===== config.mk =====
export PLATFORM = sky130hd
export DESIGN_NAME = i2c_regbank_slave
export DESIGN_NICKNAME = d
export VERILOG_FILES = /design/src/rtl/i2c_rb_pkg.sv /design/src/rtl/i2c_line_sync.sv /design/src/rtl/i2c_byte_engine.sv /design/src/rtl/i2c_reg_bank.sv /design/src/rtl/i2c_regbank_slave.sv
export SDC_FILE = /design/constraint.sdc
export NUM_CORES = 1
export LEC_CHECK = 0
export ABC_AREA = 0
export CORE_UTILIZATION = 50
export DETAILED_ROUTE_END_ITERATION = 10
export HOLD_SLACK_MARGIN = 0.05
export MAX_ROUTING_LAYER = met4
export PLACE_DENSITY_LB_ADDON = 0.15
export SLEW_MARGIN = 20
export SYNTH_ARGS = -nofsm -noshare
export SYNTH_HDL_FRONTEND = slang
export SYNTH_SLANG_ARGS = --single-unit

===== constraint.sdc =====
create_clock -name clk -period 2.3 [get_ports clk]
set_clock_uncertainty 0.1 [all_clocks]
set_input_delay 0.345 -clock clk [delete_from_list [all_inputs] [get_ports clk]]
set_output_delay 0.345 -clock clk [all_outputs]
set_load 0.02 [all_outputs]

===== src/rtl/i2c_rb_pkg.sv =====
package i2c_rb_pkg;
  localparam int DW       = 8;
  localparam int NSLOT    = 8;
  localparam int SLOTW    = $clog2(NSLOT);
  localparam int STATW    = 3;
  localparam logic [SLOTW-1:0] SLOT_VOL_L = 3'd4;
  localparam logic [SLOTW-1:0] SLOT_VOL_R = 3'd5;
  localparam logic [SLOTW-1:0] SLOT_DUAL  = 3'd6;

  typedef enum logic [2:0] {
    ST_IDLE, ST_ADDR, ST_SUB, ST_WDAT, ST_ACK, ST_RDAT, ST_RACK, ST_SKIP
  } bus_state_t;

  function automatic logic [DW-1:0] slot_default(input int idx);
    case (idx)
      0:       return 8'h88;
      1:       return 8'h00;
      2:       return 8'h0E;
      3:       return 8'h01;
      4:       return 8'h40;
      5:       return 8'h40;
      7:       return 8'h04;
      default: return 8'h00;
    endcase
  endfunction
endpackage


===== src/rtl/i2c_line_sync.sv =====
module i2c_line_sync #(
  parameter int STAGES = 2
) (
  input  logic clk,
  input  logic rst,
  input  logic scl_i,
  input  logic sda_i,
  output logic scl_o,
  output logic sda_o,
  output logic scl_rise,
  output logic scl_fall,
  output logic start_o,
  output logic stop_o
);
  logic [STAGES-1:0] scl_pipe;
  logic [STAGES-1:0] sda_pipe;
  logic              scl_d;
  logic              sda_d;

  always_ff @(posedge clk) begin
    if (rst) begin
      scl_pipe <= '1;
      sda_pipe <= '1;
      scl_d    <= 1'b1;
      sda_d    <= 1'b1;
    end else begin
      scl_pipe <= {scl_pipe[STAGES-2:0], scl_i};
      sda_pipe <= {sda_pipe[STAGES-2:0], sda_i};
      scl_d    <= scl_pipe[STAGES-1];
      sda_d    <= sda_pipe[STAGES-1];
    end
  end

  assign scl_o    = scl_pipe[STAGES-1];
  assign sda_o    = sda_pipe[STAGES-1];
  assign scl_rise = scl_o & ~scl_d;
  assign scl_fall = ~scl_o & scl_d;
  // SDA moving while SCL stays high marks a bus condition
  assign start_o  = scl_o & scl_d & sda_d & ~sda_o;
  assign stop_o   = scl_o & scl_d & ~sda_d & sda_o;
endmodule


===== src/rtl/i2c_byte_engine.sv =====
module i2c_byte_engine
  import i2c_rb_pkg::*;
#(
  parameter logic [6:0] DEV_ADDR = 7'h5C
) (
  input  logic             clk,
  input  logic             rst,
  input  logic             sda_s,
  input  logic             scl_rise,
  input  logic             scl_fall,
  input  logic             start_det,
  input  logic             stop_det,
  input  logic [DW-1:0]    tx_byte,
  output logic             sda_oe,
  output logic             wr_en,
  output logic [SLOTW-1:0] wr_idx,
  output logic [DW-1:0]    wr_data,
  output logic             rd_ack,
  output bus_state_t       state_o
);
  localparam int CNTW = $clog2(DW + 1);

  bus_state_t       state;
  bus_state_t       ret_state;
  logic [CNTW-1:0]  bitcnt;
  logic [DW-1:0]    shreg;
  logic [DW-1:0]    tx_sh;
  logic [SLOTW-1:0] ptr;
  logic             inc_en;
  logic             m_acked;
  logic             byte_in;
  logic             sub_inc;
  logic             sub_fix;

  assign byte_in = scl_fall && (bitcnt == CNTW'(DW));
  assign sub_inc = (shreg[7:3] == 5'b00000);
  assign sub_fix = (shreg[7:3] == 5'b11110);
  assign state_o = state;

  always_ff @(posedge clk) begin
    if (rst) begin
      state     <= ST_IDLE;
      ret_state <= ST_IDLE;
      bitcnt    <= '0;
      shreg     <= '0;
      tx_sh     <= '0;
      ptr       <= '0;
      inc_en    <= 1'b1;
      m_acked   <= 1'b0;
      sda_oe    <= 1'b0;
      wr_en     <= 1'b0;
      wr_idx    <= '0;
      wr_data   <= '0;
      rd_ack    <= 1'b0;
    end else begin
      wr_en  <= 1'b0;
      rd_ack <= 1'b0;
      if (start_det) begin
        state  <= ST_ADDR;
        bitcnt <= '0;
        sda_oe <= 1'b0;
      end else if (stop_det) begin
        state  <= ST_IDLE;
        sda_oe <= 1'b0;
      end else begin
        case (state)
          ST_ADDR, ST_SUB, ST_WDAT: begin
            if (scl_rise) begin
              shreg  <= {shreg[DW-2:0], sda_s};
              bitcnt <= bitcnt + 1'b1;
            end else if (byte_in) begin
              bitcnt <= '0;
              if (state == ST_ADDR) begin
                if (shreg[7:1] == DEV_ADDR) begin
                  sda_oe    <= 1'b1;
                  state     <= ST_ACK;
                  ret_state <= shreg[0] ? ST_RDAT : ST_SUB;
                end else begin
                  state <= ST_IDLE;
                end
              end else if (state == ST_SUB) begin
                if (sub_inc || sub_fix) begin
                  sda_oe    <= 1'b1;
                  ptr       <= shreg[SLOTW-1:0];
                  inc_en    <= sub_inc;
                  state     <= ST_ACK;
                  ret_state <= ST_WDAT;
                end else begin
                  state <= ST_SKIP;
                end
              end else begin
                sda_oe    <= 1'b1;
                wr_en     <= 1'b1;
                wr_idx    <= ptr;
                wr_data   <= shreg;
                state     <= ST_ACK;
                ret_state <= ST_WDAT;
                if (inc_en) ptr <= ptr + 1'b1;
              end
            end
          end
          ST_ACK: begin
            if (scl_fall) begin
              state <= ret_state;
              if (ret_state == ST_RDAT) begin
                tx_sh  <= tx_byte;
                sda_oe <= ~tx_byte[DW-1];
              end else begin
                sda_oe <= 1'b0;
              end
            end
          end
          ST_RDAT: begin
            if (scl_rise) begin
              bitcnt <= bitcnt + 1'b1;
            end else if (scl_fall) begin
              if (bitcnt == CNTW'(DW)) begin
                bitcnt <= '0;
                sda_oe <= 1'b0;
                state  <= ST_RACK;
              end else begin
                tx_sh  <= {tx_sh[DW-2:0], 1'b0};
                sda_oe <= ~tx_sh[DW-2];
              end
            end
          end
          ST_RACK: begin
            if (scl_rise) begin
              m_acked <= ~sda_s;
              rd_ack  <= ~sda_s;
            end else if (scl_fall) begin
              if (m_acked) begin
                tx_sh  <= tx_byte;
                sda_oe <= ~tx_byte[DW-1];
                state  <= ST_RDAT;
              end else begin
                state <= ST_IDLE;
              end
            end
          end
          default: ;
        endcase
      end
    end
  end
endmodule


===== src/rtl/i2c_reg_bank.sv =====
module i2c_reg_bank
  import i2c_rb_pkg::*;
(
  input  logic                      clk,
  input  logic                      rst,
  input  logic                      wr_en,
  input  logic [SLOTW-1:0]          wr_idx,
  input  logic [DW-1:0]             wr_data,
  input  logic                      flag_clr,
  input  logic [STATW-1:0]          status_i,
  output logic [NSLOT-1:0][DW-1:0]  bank_o,
  output logic [DW-1:0]             tx_byte_o,
  output logic                      rst_seen_o
);
  genvar g;
  generate
    for (g = 0; g < NSLOT; g++) begin : g_slot
      if (g == int'(SLOT_DUAL)) begin : g_shared
        assign bank_o[g] = '0;
      end else begin : g_store
        logic hit;
        assign hit = wr_en && ((wr_idx == SLOTW'(g)) ||
                     ((wr_idx == SLOT_DUAL) &&
                      ((SLOTW'(g) == SLOT_VOL_L) || (SLOTW'(g) == SLOT_VOL_R))));
        always_ff @(posedge clk) begin
          if (rst)      bank_o[g] <= slot_default(g);
          else if (hit) bank_o[g] <= wr_data;
        end
      end
    end
  endgenerate

  always_ff @(posedge clk) begin
    if (rst)           rst_seen_o <= 1'b1;
    else if (flag_clr) rst_seen_o <= 1'b0;
  end

  always_ff @(posedge clk) begin
    if (rst) tx_byte_o <= '0;
    else     tx_byte_o <= {status_i, rst_seen_o, {(DW-STATW-1){1'b0}}};
  end
endmodule


===== src/rtl/i2c_regbank_slave.sv =====
module i2c_regbank_slave
  import i2c_rb_pkg::*;
#(
  parameter logic [6:0] DEV_ADDR    = 7'h5C,
  parameter int         SYNC_STAGES = 2
) (
  input  logic             clk,
  input  logic             rst,
  input  logic             scl_i,
  input  logic             sda_i,
  output logic             sda_oe_o,
  input  logic [STATW-1:0] status_i,
  output logic [DW-1:0]    ctl_o,
  output logic [DW-1:0]    sel_o,
  output logic [DW-1:0]    inp_o,
  output logic [DW-1:0]    outp_o,
  output logic [DW-1:0]    vol_l_o,
  output logic [DW-1:0]    vol_r_o,
  output logic [DW-1:0]    pwr_o
);
  logic                     scl_s, sda_s, scl_rise, scl_fall;
  logic                     start_det, stop_det;
  logic                     wr_en, rd_ack, rst_seen;
  logic [SLOTW-1:0]         wr_idx;
  logic [DW-1:0]            wr_data, tx_byte;
  logic [NSLOT-1:0][DW-1:0] bank;
  logic [DW-1:0]            unused_shared;
  bus_state_t               eng_state;

  i2c_line_sync #(.STAGES(SYNC_STAGES)) u_sync (
    .clk(clk), .rst(rst), .scl_i(scl_i), .sda_i(sda_i),
    .scl_o(scl_s), .sda_o(sda_s), .scl_rise(scl_rise), .scl_fall(scl_fall),
    .start_o(start_det), .stop_o(stop_det)
  );

  i2c_byte_engine #(.DEV_ADDR(DEV_ADDR)) u_eng (
    .clk(clk), .rst(rst), .sda_s(sda_s), .scl_rise(scl_rise),
    .scl_fall(scl_fall), .start_det(start_det), .stop_det(stop_det),
    .tx_byte(tx_byte), .sda_oe(sda_oe_o), .wr_en(wr_en), .wr_idx(wr_idx),
    .wr_data(wr_data), .rd_ack(rd_ack), .state_o(eng_state)
  );

  i2c_reg_bank u_bank (
    .clk(clk), .rst(rst), .wr_en(wr_en), .wr_idx(wr_idx), .wr_data(wr_data),
    .flag_clr(rd_ack), .status_i(status_i), .bank_o(bank),
    .tx_byte_o(tx_byte), .rst_seen_o(rst_seen)
  );

  assign ctl_o         = bank[0];
  assign sel_o         = bank[1];
  assign inp_o         = bank[2];
  assign outp_o        = bank[3];
  assign vol_l_o       = bank[SLOT_VOL_L];
  assign vol_r_o       = bank[SLOT_VOL_R];
  assign unused_shared = bank[SLOT_DUAL];
  assign pwr_o         = bank[7];
endmodule


==> reports/metrics.yaml, run 1 <==
status:
  status: "complete, no violations"
die:
  io_pins: 64
  core_mm2: 0.00834
  die_h_um: 95.4
  dieWidth_um: 95.4
  initial_core_util: 0.523
  die_area_mm2: 0.00910
  fp-row-count: 33
synthesis:
  synth_warnings: 0
  synth_edf_count: 0
  ys_ff_latch: 107
  ys.flop_type: "dfxtp_1"
  ys_seq_area_frac: 0.491
  yosysTopAreaCell: "dfxtp_1"
  synth_top_area_share: 0.491
  ys_top_cells_by_area: "dfxtp_1 49%, nand2_1 9.8%, a21oi_1 6.9%, mux2i_1 6.2%, nor2_1 3.7%"
  synthArstFlopShare: 0
  post_synth_inst_count: 515
  syn_area_per_cell_um2: 8.47
  synth.cell_area_mm2: 0.00436
  yosysUniqueCellTypes: 51
  synth_nets: 525
global_route:
  grt_pass1_wl_um: 16400
  grt_remaining_overflow: 0
  antenna_found_initial: 0
  grt_pass1_vias: 3364
  use_met3: 0.0383
  grt_use_met2: 0.352
  top_usage_layer: "met2"
  grt_max_degree: 67
  grt_use_total: 0.241
  grt_use_met1: 0.335
placement:
  dp_slack_ns: 0.239
  dp_hpwl_um: 6830
  place_congestion: 0.840
  portBuffers: 63
pwr:
  worst_ir_drop_vdd_v: 0.000348
  power_leakage_nw: 1.76
  power_density_mw_per_mm2: 601
finish:
  final_cell_mix: "114 x nand2_1, 107 x dfxtp_1, 62 x clkdlybuf4s50_1"
  layout_commonest_cell: "nand2_1"
  fillers: 733
  drive_gt1_frac: 0.0757
  areaGrowthSynthToFinish_pct: 20.2
  num_antenna_cells: 0
  nNetsFinal: 573
drt:
  drc: 0
  post_drt_wl_per_cell_um: 14.9
  viasPerCell: 5.40
  drtIter0Drc: 217
  ant_nets: 0
  routed_wl_um: 10000
  drt_pre_antenna_iters: 5
  vias: 3635
timing:
  tightest_slew_ns: 0.560
  min_period_ns: 2.07
  fin_ws_ns: 0.225
  final-max-slew-violation-count: 0
  hold_viol_final: 0
  rsz0062_at_grt: "false"
  period_share: 0.902
  setup_viol: 0
  slew_headroom: 0.627
  setup-tns-final_ns: 0
  fmax_mhz: 482
min_path:
  min_path_type: "reg -> reg"
  hold_depth: 1
clock_tree:
  postCtsSetupRepairBufs: 0
  cts.hold.buffers_added: 0
  numCtsBuffers: 9
  clockBufferDepth: 2
  cts.clk_slew.worst_paths_ns: 0.10
  cts_tree: "done"
  numClockSinks: 107
  cts-root-buf: "clkbuf_8"
  htree_levels: 3
  clk-insertion-delay-late_ns: 0.36
setup_path:
  cp-start-kind: "flop"
  rr_worst_depth: 5
  cp-end-kind: "flop"
  crit_required_ns: 2.47
  cp.arrival_ns: 2.25
  worstSetupPathType: "reg -> reg"
  critPathMaxFanout: 6
run:
  cap_viol_max_count: 0
[synth_stat cells, types with 2 or more instances]
cell type	count
a211oi_1	4
a21o_1	4
a21oi_1	60
a221oi_1	2
a311oi_1	4
and2_1	2
and3_1	3
buf_6	3
clkbuf_1	29
dfxtp_1	107
ha_1	3
inv_1	8
mux2_2	3
mux2i_1	27
nand2_1	114
nand2b_1	9
nand3_1	19
nand3b_1	4
nand4_1	3
nand4b_1	2
nor2_1	43
nor2b_1	8
nor3_1	6
nor4b_1	2
o211ai_1	3
o21ai_0	7
or2_2	9
or3_1	2
xor2_1	3
[final timing paths]
kind | startpoint | to | slack, ns
worst min register to register | u_sync.scl_pipe[0]$_SDFF_PP1_ | u_sync.scl_pipe[1]$_SDFF_PP1_ | 0.32
worst max-delay path | u_eng.shreg[6]$_SDFFE_PP0P_ | u_eng.ret_state[0]$_SDFFE_PP0P_ | 0.23
worst max register to register | u_eng.shreg[6]$_SDFFE_PP0P_ | u_eng.ret_state[0]$_SDFFE_PP0P_ | 0.23
worst min-delay path | u_sync.scl_pipe[0]$_SDFF_PP1_ | u_sync.scl_pipe[1]$_SDFF_PP1_ | 0.32
[registers in the layout, summed over array words and instances, names as in the netlist]
signal             flops
u_eng.wr_en            1
u_eng.ptr              3
u_eng.ret_state        3
u_sync.sda_pipe        2
u_eng.inc_en           1
u_eng.tx_sh            3
u_eng.bitcnt           4
u_eng.shreg            8
u_eng.sda_oe           1
u_eng.rd_ack           1
u_bank.rst_seen_o      1
u_bank.bank_o         56
u_bank.tx_byte_o       4
u_sync.sda_d           1
u_eng.wr_data          8
u_eng.m_acked          1
u_sync.scl_pipe        2
u_eng.wr_idx           3
u_eng.state_o          3
u_sync.scl_d           1
[where the power goes]
part	internal, mW	switching [mW]
clock	0.527	0.658
combinational	0.0344	0.0599
sequential	1.86	0.0100
[per-layer routing]
metal  up-vias  wire (um)
met5         -          0
met4         0        142
met3        14        475
met2        88       4580
met1      1696       4830
li1       1837          -
[cell type report]
cell class	count	area, um^2	share of cell area
multi-input combinational	364	2020	0.386
clock inverter	6	78.8	0.0150
timing repair buffer	72	706	0.135
tap	105	131	0.0251
clock buffer	10	128	0.0243
inverter	9	33.8	0.00644
sequential	107	2140	0.408
[logic make-up after synthesis]
group | synth area share
XOR/XNOR | 0.00803
multiplexers | 0.0697
buffers and inverters | 0.0462
AND/OR/NAND/NOR | 0.243
adder cells (fa/ha/maj) | 0.00860
flip-flops | 0.491
AO/OA/AOI/OAI | 0.133
[critical path, cell delays in order, from the launching register on]
cell and delay, ns:
dfxtp_1 0.37, or4_4 0.57, a211o_1 0.31, a311oi_4 0.31
nor2_1 0.07, a311oi_1 0.25
[repair_timing]
item / CTS / global route
hold endpoints to repair: 0 / 0
setup endpoints to repair: 0 / 4
resized for setup: 0 / 1
[stage by stage]
stage               total power [mW]  utilization  cell area [um^2]  std cells  hold slack, ns
floorplan                       1.98            -              4360        515           0.289
global placement                2.01        0.603              5030        657           0.292
detailed placement              2.01        0.603              5030        657           0.297
CTS                             3.18        0.628              5240        673           0.322
global route                    3.27        0.629              5240        673           0.330
finish                          3.15        0.629              5240        673           0.318
Power figures use the tool's default switching activity.
==> run 2, diff against run 1 <==
--- a/config.mk
+++ b/config.mk
@@ -7,6 +7,8 @@
 export LEC_CHECK = 0
 export ABC_AREA = 0
 export CORE_UTILIZATION = 50
+export CTS_BUF_LIST = sky130_fd_sc_hd__clkbuf_2
+export CTS_CLUSTER_DIAMETER = 150
 export DETAILED_ROUTE_END_ITERATION = 10
 export HOLD_SLACK_MARGIN = 0.05
 export MAX_ROUTING_LAYER = met4
==> run 2 against run 1 <==
- maximum frequency fell by 0.74%
- die area did not move
- worst hold slack got worse by 0.22 ns
- largest power group unchanged
- global-route usage barely moved
- sequential share of layout area rose by 0.61 points
- count of clock-buffer cells in the layout did not move
- highest routed layer unchanged
- largest cell class unchanged
- sequential power barely moved
- utilization fell by 0.93 points
- design area fell by 1.5%
- non-clock buffer count did not move
- combinational power barely moved
- critical endpoint unchanged
==> reports/metrics.yaml, run 2 (same netlist as run 1, synthesis figures left out) <==
status:
  status: "complete, no violations"
drt:
  routed_wl_um: 9960
  vias: 3629
  wl_met2_um: 4500
  ant_nets: 0
  drtIter0Drc: 226
  met3_length_um: 531
  met1_length_um: 4830
  viasPerCell: 5.39
  drt_pre_antenna_iters: 5
  post_drt_wl_per_cell_um: 14.8
  routed.top_layer: "met4"
  drc: 0
setup_path:
  rr_worst_depth: 5
  critPathMaxFanout: 6
  r2r_slack_ns: 0.21
  cp-start-kind: "flop"
  crit_required_ns: 2.69
  reg2reg_from: "u_eng.shreg[6]$_SDFFE_PP0P_"
  cp.arrival_ns: 2.48
  reg2reg_to: "u_eng.ret_state[0]$_SDFFE_PP0P_"
  worstSetupPathType: "reg -> reg"
  cp-end-kind: "flop"
timing:
  period_share: 0.909
  rsz0062_at_grt: "false"
  hold_viol_final: 0
  tightest_slew_ns: 0.554
  slew_headroom: 0.630
  setup-tns-final_ns: 0
  setup_viol: 0
  final-max-slew-violation-count: 0
  fmax_mhz: 478
  min_period_ns: 2.09
pwr:
  finalPower_mw: 2.89
  power_density_mw_per_mm2: 559
  pwr-share-clk: 0.316
  p_comb_frac: 0.033
  worst_ir_drop_vdd_v: 0.000240
  power_leakage_nw: 1.73
  p_int_mw: 2.19
  power.share.switching: 0.243
  sequentialPowerShare: 0.651
  power.switching_uw: 703
die:
  core_mm2: 0.00834
  die_h_um: 95.4
  initial_core_util: 0.523
  die_area_mm2: 0.00910
  fp-row-count: 33
  io_pins: 64
  dieWidth_um: 95.4
finish:
  num_antenna_cells: 0
  nNetsFinal: 573
  top_regs: "u_bank.bank_o: 56 flops, u_eng.shreg: 8 flops, u_eng.wr_data: 8 flops"
  utilization: 0.619
  drive_gt1_frac: 0.0775
  fillers: 745
  final_cell_mix: "114 x nand2_1, 107 x dfxtp_1, 62 x clkdlybuf4s50_1"
  areaGrowthSynthToFinish_pct: 18.4
  layout.cells.non_filler: 673
  regArea_mm2: 0.00214
  multiInputGateArea_mm2: 0.00202
  top_register: "u_bank.bank_o"
  layout_commonest_cell: "nand2_1"
  largest_reg_flops: 56
placement:
  portBuffers: 63
  dp_hpwl_um: 6830
  place_congestion: 0.840
  placed_cells: 657
global_route:
  grt_use_total: 0.240
  grt_pass1_wl_um: 16300
  antenna_found_initial: 0
  grt_pass1_vias: 3352
  grt_remaining_overflow: 0
  grt_max_degree: 67
min_path:
  min_path_type: "in -> reg"
  hold_path_end: "u_bank.bank_o[44]$_SDFFE_PP0P_"
  hold_depth: 2
  min_from: "rst"
clock_tree:
  cts_tree: "done"
  clk-insertion-delay-late_ns: 0.56
  clockBufferDepth: 2
  numCtsBuffers: 9
  numClockSinks: 107
  cts.hold.buffers_added: 0
  htree_levels: 3
  cts-root-buf: "clkbuf_2"
  postCtsSetupRepairBufs: 0
  cts.clk_slew.worst_paths_ns: 0.32
run:
  cap_viol_max_count: 0
## run 2: per-layer routing
layer,vias to the layer above,track usage
met5,-,-
met4,0,0.0858
met3,8,0.0375
met2,89,0.353
met1,1691,0.334
li1,1841,-
## run 2: worst max-delay path: stages, from the launching register on
cell      delay (ns)
dfxtp_1         0.42
or4_4           0.57
a211o_1         0.31
a311oi_4        0.31
nor2_1          0.07
a311oi_1        0.25
## run 2: power groups by stage
stage               clock network, mW  logic, mW  registers (mW)
floorplan                           0     0.0734            1.91
global placement                    0     0.0921            1.91
finish                          0.914     0.0939            1.88
global route                     1.02      0.104            1.89
detailed placement                  0     0.0934            1.91
CTS                             0.940     0.0940            1.88
## run 2: per-stage QoR
stage	setup slack, ns	area, um^2	hold slack (ns)
floorplan	0.361	4360	0.289
global placement	0.316	5030	0.292
detailed placement	0.239	5030	0.297
CTS	0.187	5160	0.0711
global route	0.116	5170	0.0637
finish	0.209	5170	0.101
## run 2: repair_timing
item,in CTS,in global routing
resized for setup,0,1
setup endpoints to repair,0,6
endpoints found under the hold margin,0,0
## run 2: worst max path at each step
stage	startpoint	to	depth (start not counted)
after floorplan	u_eng.shreg[6]$_SDFFE_PP0P_	u_eng.ret_state[2]$_SDFFE_PP0P_	5
after global placement	u_eng.shreg[6]$_SDFFE_PP0P_	u_eng.ret_state[2]$_SDFFE_PP0P_	5
after detailed placement	u_eng.bitcnt[0]$_SDFFE_PP0P_	u_eng.wr_data[3]$_SDFFE_PP0P_	7
after CTS	u_bank.bank_o[32]$_SDFFE_PP0P_	vol_l_o[0]	1
after global routing	u_sync.scl_pipe[1]$_SDFF_PP1_	u_eng.state_o[0]$_SDFFE_PP0P_	5
final	u_eng.shreg[6]$_SDFFE_PP0P_	u_eng.ret_state[0]$_SDFFE_PP0P_	5
## run 2: final cells by class
type                       count  share of cell area
sequential                   107               0.415
multi-input combinational    364               0.392
timing repair buffer          72               0.137
tap                          105              0.0254
clock inverter                 6              0.0153
clock buffer                  10             0.00969
inverter                       9             0.00654
